File: config.mk
export PLATFORM = sky130hd
export DESIGN_NAME = phy_pwr_ctl
export DESIGN_NICKNAME = d
export VERILOG_FILES = /design/src/rtl/phy_pwr_ctl.sv
export SDC_FILE = /design/constraint.sdc
export NUM_CORES = 1
export LEC_CHECK = 0
export ABC_AREA = 1
export BUFFER_PORTS_ARGS = -buffer_cell sky130_fd_sc_hd__buf_2
export CAP_MARGIN = 40
export CORE_MARGIN = 10
export CORE_UTILIZATION = 34
export CTS_CLUSTER_DIAMETER = 200
export DETAILED_ROUTE_END_ITERATION = 7
export PLACE_DENSITY = 0.88
export SYNTH_ARGS = -nofsm -noshare
export SYNTH_HDL_FRONTEND = slang
export SYNTH_SLANG_ARGS = --single-unit
File: constraint.sdc
create_clock -name clk -period 1.3 [get_ports clk]
set_input_delay 0.13 -clock clk [delete_from_list [all_inputs] [get_ports clk]]
set_output_delay 0.13 -clock clk [all_outputs]
set_load 0.01 [all_outputs]
File: src/rtl/phy_pwr_ctl.sv
module phy_pwr_ctl #(
  parameter int AW        = 5,
  parameter int DW        = 16,
  parameter int CTRL_ADDR = 0,
  parameter int PWR_ADDR  = 16,
  parameter int PD_BIT    = 11,
  parameter int RXPM_BIT  = 0,
  parameter int TXZ_BIT   = 12
) (
  input  logic          clk,
  input  logic          rst_n,
  input  logic          wr_en,
  input  logic [AW-1:0] wr_addr,
  input  logic [DW-1:0] wr_data,
  input  logic [AW-1:0] rd_addr,
  output logic [DW-1:0] rd_data,
  input  logic          speed_100,
  input  logic          sig_det,
  output logic          pd_out,
  output logic          afe_en,
  output logic          rx_en,
  output logic          rx_clk_en,
  output logic          tx_drv_en,
  output logic          tx_clk_en,
  output logic          txclk_tri,
  output logic          txclk_pullup,
  output logic          ldo_en
);
  localparam logic [AW-1:0] CA = AW'(CTRL_ADDR);
  localparam logic [AW-1:0] PA = AW'(PWR_ADDR);

  logic pd_q, rxpm_q, txz_q;
  logic pd_d, rxpm_d, txz_d;
  logic quiet;

  wire wr_ctrl = wr_en && (wr_addr == CA);
  wire wr_pwr  = wr_en && (wr_addr == PA);

  assign pd_d   = wr_ctrl ? wr_data[PD_BIT]   : pd_q;
  assign rxpm_d = wr_pwr  ? wr_data[RXPM_BIT] : rxpm_q;
  assign txz_d  = txz_q | (wr_pwr & wr_data[TXZ_BIT]);
  assign quiet  = rxpm_d & speed_100 & ~sig_det;

  always_ff @(posedge clk or negedge rst_n) begin
    if (!rst_n) begin
      pd_q         <= 1'b0;
      rxpm_q       <= 1'b0;
      txz_q        <= 1'b0;
      pd_out       <= 1'b0;
      afe_en       <= 1'b1;
      rx_en        <= 1'b1;
      rx_clk_en    <= 1'b1;
      tx_drv_en    <= 1'b1;
      tx_clk_en    <= 1'b1;
      txclk_tri    <= 1'b0;
      txclk_pullup <= 1'b0;
    end else begin
      pd_q         <= pd_d;
      rxpm_q       <= rxpm_d;
      txz_q        <= txz_d;
      pd_out       <= pd_d;
      afe_en       <= ~pd_d;
      rx_en        <= ~pd_d & ~quiet;
      rx_clk_en    <= ~pd_d & ~quiet;
      tx_drv_en    <= ~pd_d & ~txz_d;
      tx_clk_en    <= ~pd_d & ~txz_d;
      txclk_tri    <= txz_d;
      txclk_pullup <= txz_d;
    end
  end

  always_comb begin
    rd_data = '0;
    if (rd_addr == CA) begin
      rd_data[PD_BIT] = pd_q;
    end else if (rd_addr == PA) begin
      rd_data[RXPM_BIT] = rxpm_q;
      rd_data[TXZ_BIT]  = txz_q;
    end
  end

  assign ldo_en = 1'b1;
endmodule

==> results.toml <==
[sta]
slew_violations = 0
clock_skew_ps = 4.18
setup_viol = 0
holdWs_ps = 44.5
fmax_mhz = 946
final_hold_viol_count = 0
tns_ps = 0
fin_crit_ps = 1060
finalCritPeriodShare = 0.813
rsz0062_at_grt = "no"
setup_slack_ps = 243

[die]
die_w_um = 56.9
placementRows = 13
dieArea_sq_um = 3230
core_sq_um = 1280
die_h_um = 56.9
ioPinCount = 56
initial_core_util = 0.359

[cells_and_area]
mostFrequentLayoutCells = "buf_2, conb_1, inv_1, nor2_1, nand2_1"
areaGrowthSynthToFinish_pct = 24.4
antenna_cells = 0
stdcell_area_sq_um = 574
finish.utilization = 0.447
nNetsFinal = 120
final_common_cell = "buf_2"
layoutNonFillerInstCount = 103
drive_above_1_share = 0.443

[place]
io_buffer_count = 28
place_ws_ps = 455
dp_cells = 98
place.gp.congestion = 0.716
dp_hpwl_um = 1030
place_area_sq_um = 538

[power_and_ir_drop]
leakagePower_nw = 0.352
p_per_area_nw_per_um2 = 981
p_total_mw = 0.563
ir_worst_vdd_uv = 338

[global_route]
grt_pass1_wl_um = 1900
antenna_found_initial = 0
use_met1 = 0.0675
grt_pass1_vias = 468
grt_max_degree = 7
grt_use_met3 = 0.0562
grt.busiest_layer = "met2"
track_usage = 0.0733
grt_overflow = 0
use_met2 = 0.100

[critical_path]
cp-start-kind = "register"
cp.required_ps = 1170
crit_start = "pd_q"
cp_slowest_cell = "dfrtp_1"
critPathMaxStageDelay_ps = 380
r2r_slack_ps = 530
r2r-start = "rxpm_q"
crit_fanout = 4
crit_path_end = "rd_data[11]"
crit_chain = "nand3_1, nor2_1, buf_2"
crit_type = "reg2out"
cp_data_arrival_time_ps = 930
cp-end-kind = "output pin"
worstReg2RegEnd = "rxpm_q"
ff2ff_path_depth = 3

[cts]
clock_sinks = 6
cts_tree = "yes"
postCtsSetupRepairBufs = 0
path_clk_slew_ps = 50
cts_made_buffers = 3
clockBufferDepth = 2
cts_max_level = 1
clk_latency_ps = 250
root_buffer = "clkbuf_4"

[logic_synthesis]
syn_inst = 60
synth_area_sq_um = 462
synth_warnings = 0
ys_ff_latch = 6
avgSynthCellArea_sq_um = 7.69
synth.distinct_cells = 15
yosysSeqAreaShare = 0.333

[route]
via_per_inst = 3.98
wl_per_cell_um = 10.9
drc = 0
ant_nets = 0
firstDrtPassIters = 4
wl_um = 1120
dr_total_vias = 410
first_iter_violations = 8

[status]
status = "finished, final reports clean"

[flow_run]
maxCapViolCount = 0

[worst_hold_path]
hp-class = "in2reg"
==> synth_stat cells, drive strengths merged <==
library cell,count,area [sq um]
conb,2,7.51
dfrtp,3,75.1
dfstp,3,78.8
nand2,5,18.8
inv,10,37.5
o21ai,3,18.8
nand4,1,6.26
and2,1,6.26
buf,17,128
nor2,10,55.1
nand3,5,30.0
==> state kept, by name, indices dropped and copies added, names as in the netlist <==
signal and count:
tx_clk_en 1, txz_q 1, rx_clk_en 1, rxpm_q 1, afe_en 1, pd_q 1
==> repair_timing <==
item,in CTS,in global routing
hold buffers,1,0
gates resized for setup,0,0
endpoints found under the hold margin,6,0
==> cell families after synthesis <==
family / count (synthesis) / share of synthesized area
buffers and inverters: 27 / 0.358
AND/OR/NAND/NOR: 22 / 0.252
flip-flops: 6 / 0.333
AO/OA/AOI/OAI: 3 / 0.0407
other: 2 / 0.0163
==> routing by layer <==
layer | up-vias | share of wire | wire length, um
met1 | 164 | 0.39 | 437
met3 | 4 | 0.21 | 236
met5 | - | 0 | 0
met4 | 0 | 0.034 | 38
li1 | 204 | - | -
met2 | 38 | 0.36 | 408
==> cell type report <==
cell class / count / area, sq um
Clock buffer: 4 / 26.3
Fill cell: 138 / 711
Inverter: 10 / 37.5
Multi-Input combinational cell: 39 / 188
Sequential cell: 6 / 154
Tap cell: 15 / 18.8
Timing Repair Buffer: 29 / 150
==> critical path: cells and delay by family, from the launching register on <==
kind | cells | cell delay (ps)
buffers and inverters | 1 | 130
DFF | 1 | 380
and+or+nand+nor | 2 | 170
==> report_power, final <==
group          switching, mW  internal [mW]
Sequential            0.0106          0.219
Clock                 0.0704          0.116
Combinational         0.0885         0.0589
==> worst min path at each step <==
stage               slack (ps)  depth (start not counted)         from     end
floorplan                 -170                          0        rst_n    pd_q
global placement           -50                          1        rst_n   txz_q
detailed placement         -50                          1        rst_n    pd_q
CTS                         40                          2  wr_data[11]  afe_en
global route                40                          2  wr_data[11]  afe_en
finish                      40                          2  wr_data[11]  afe_en
Note: power is estimated with default switching activity, not from simulation.
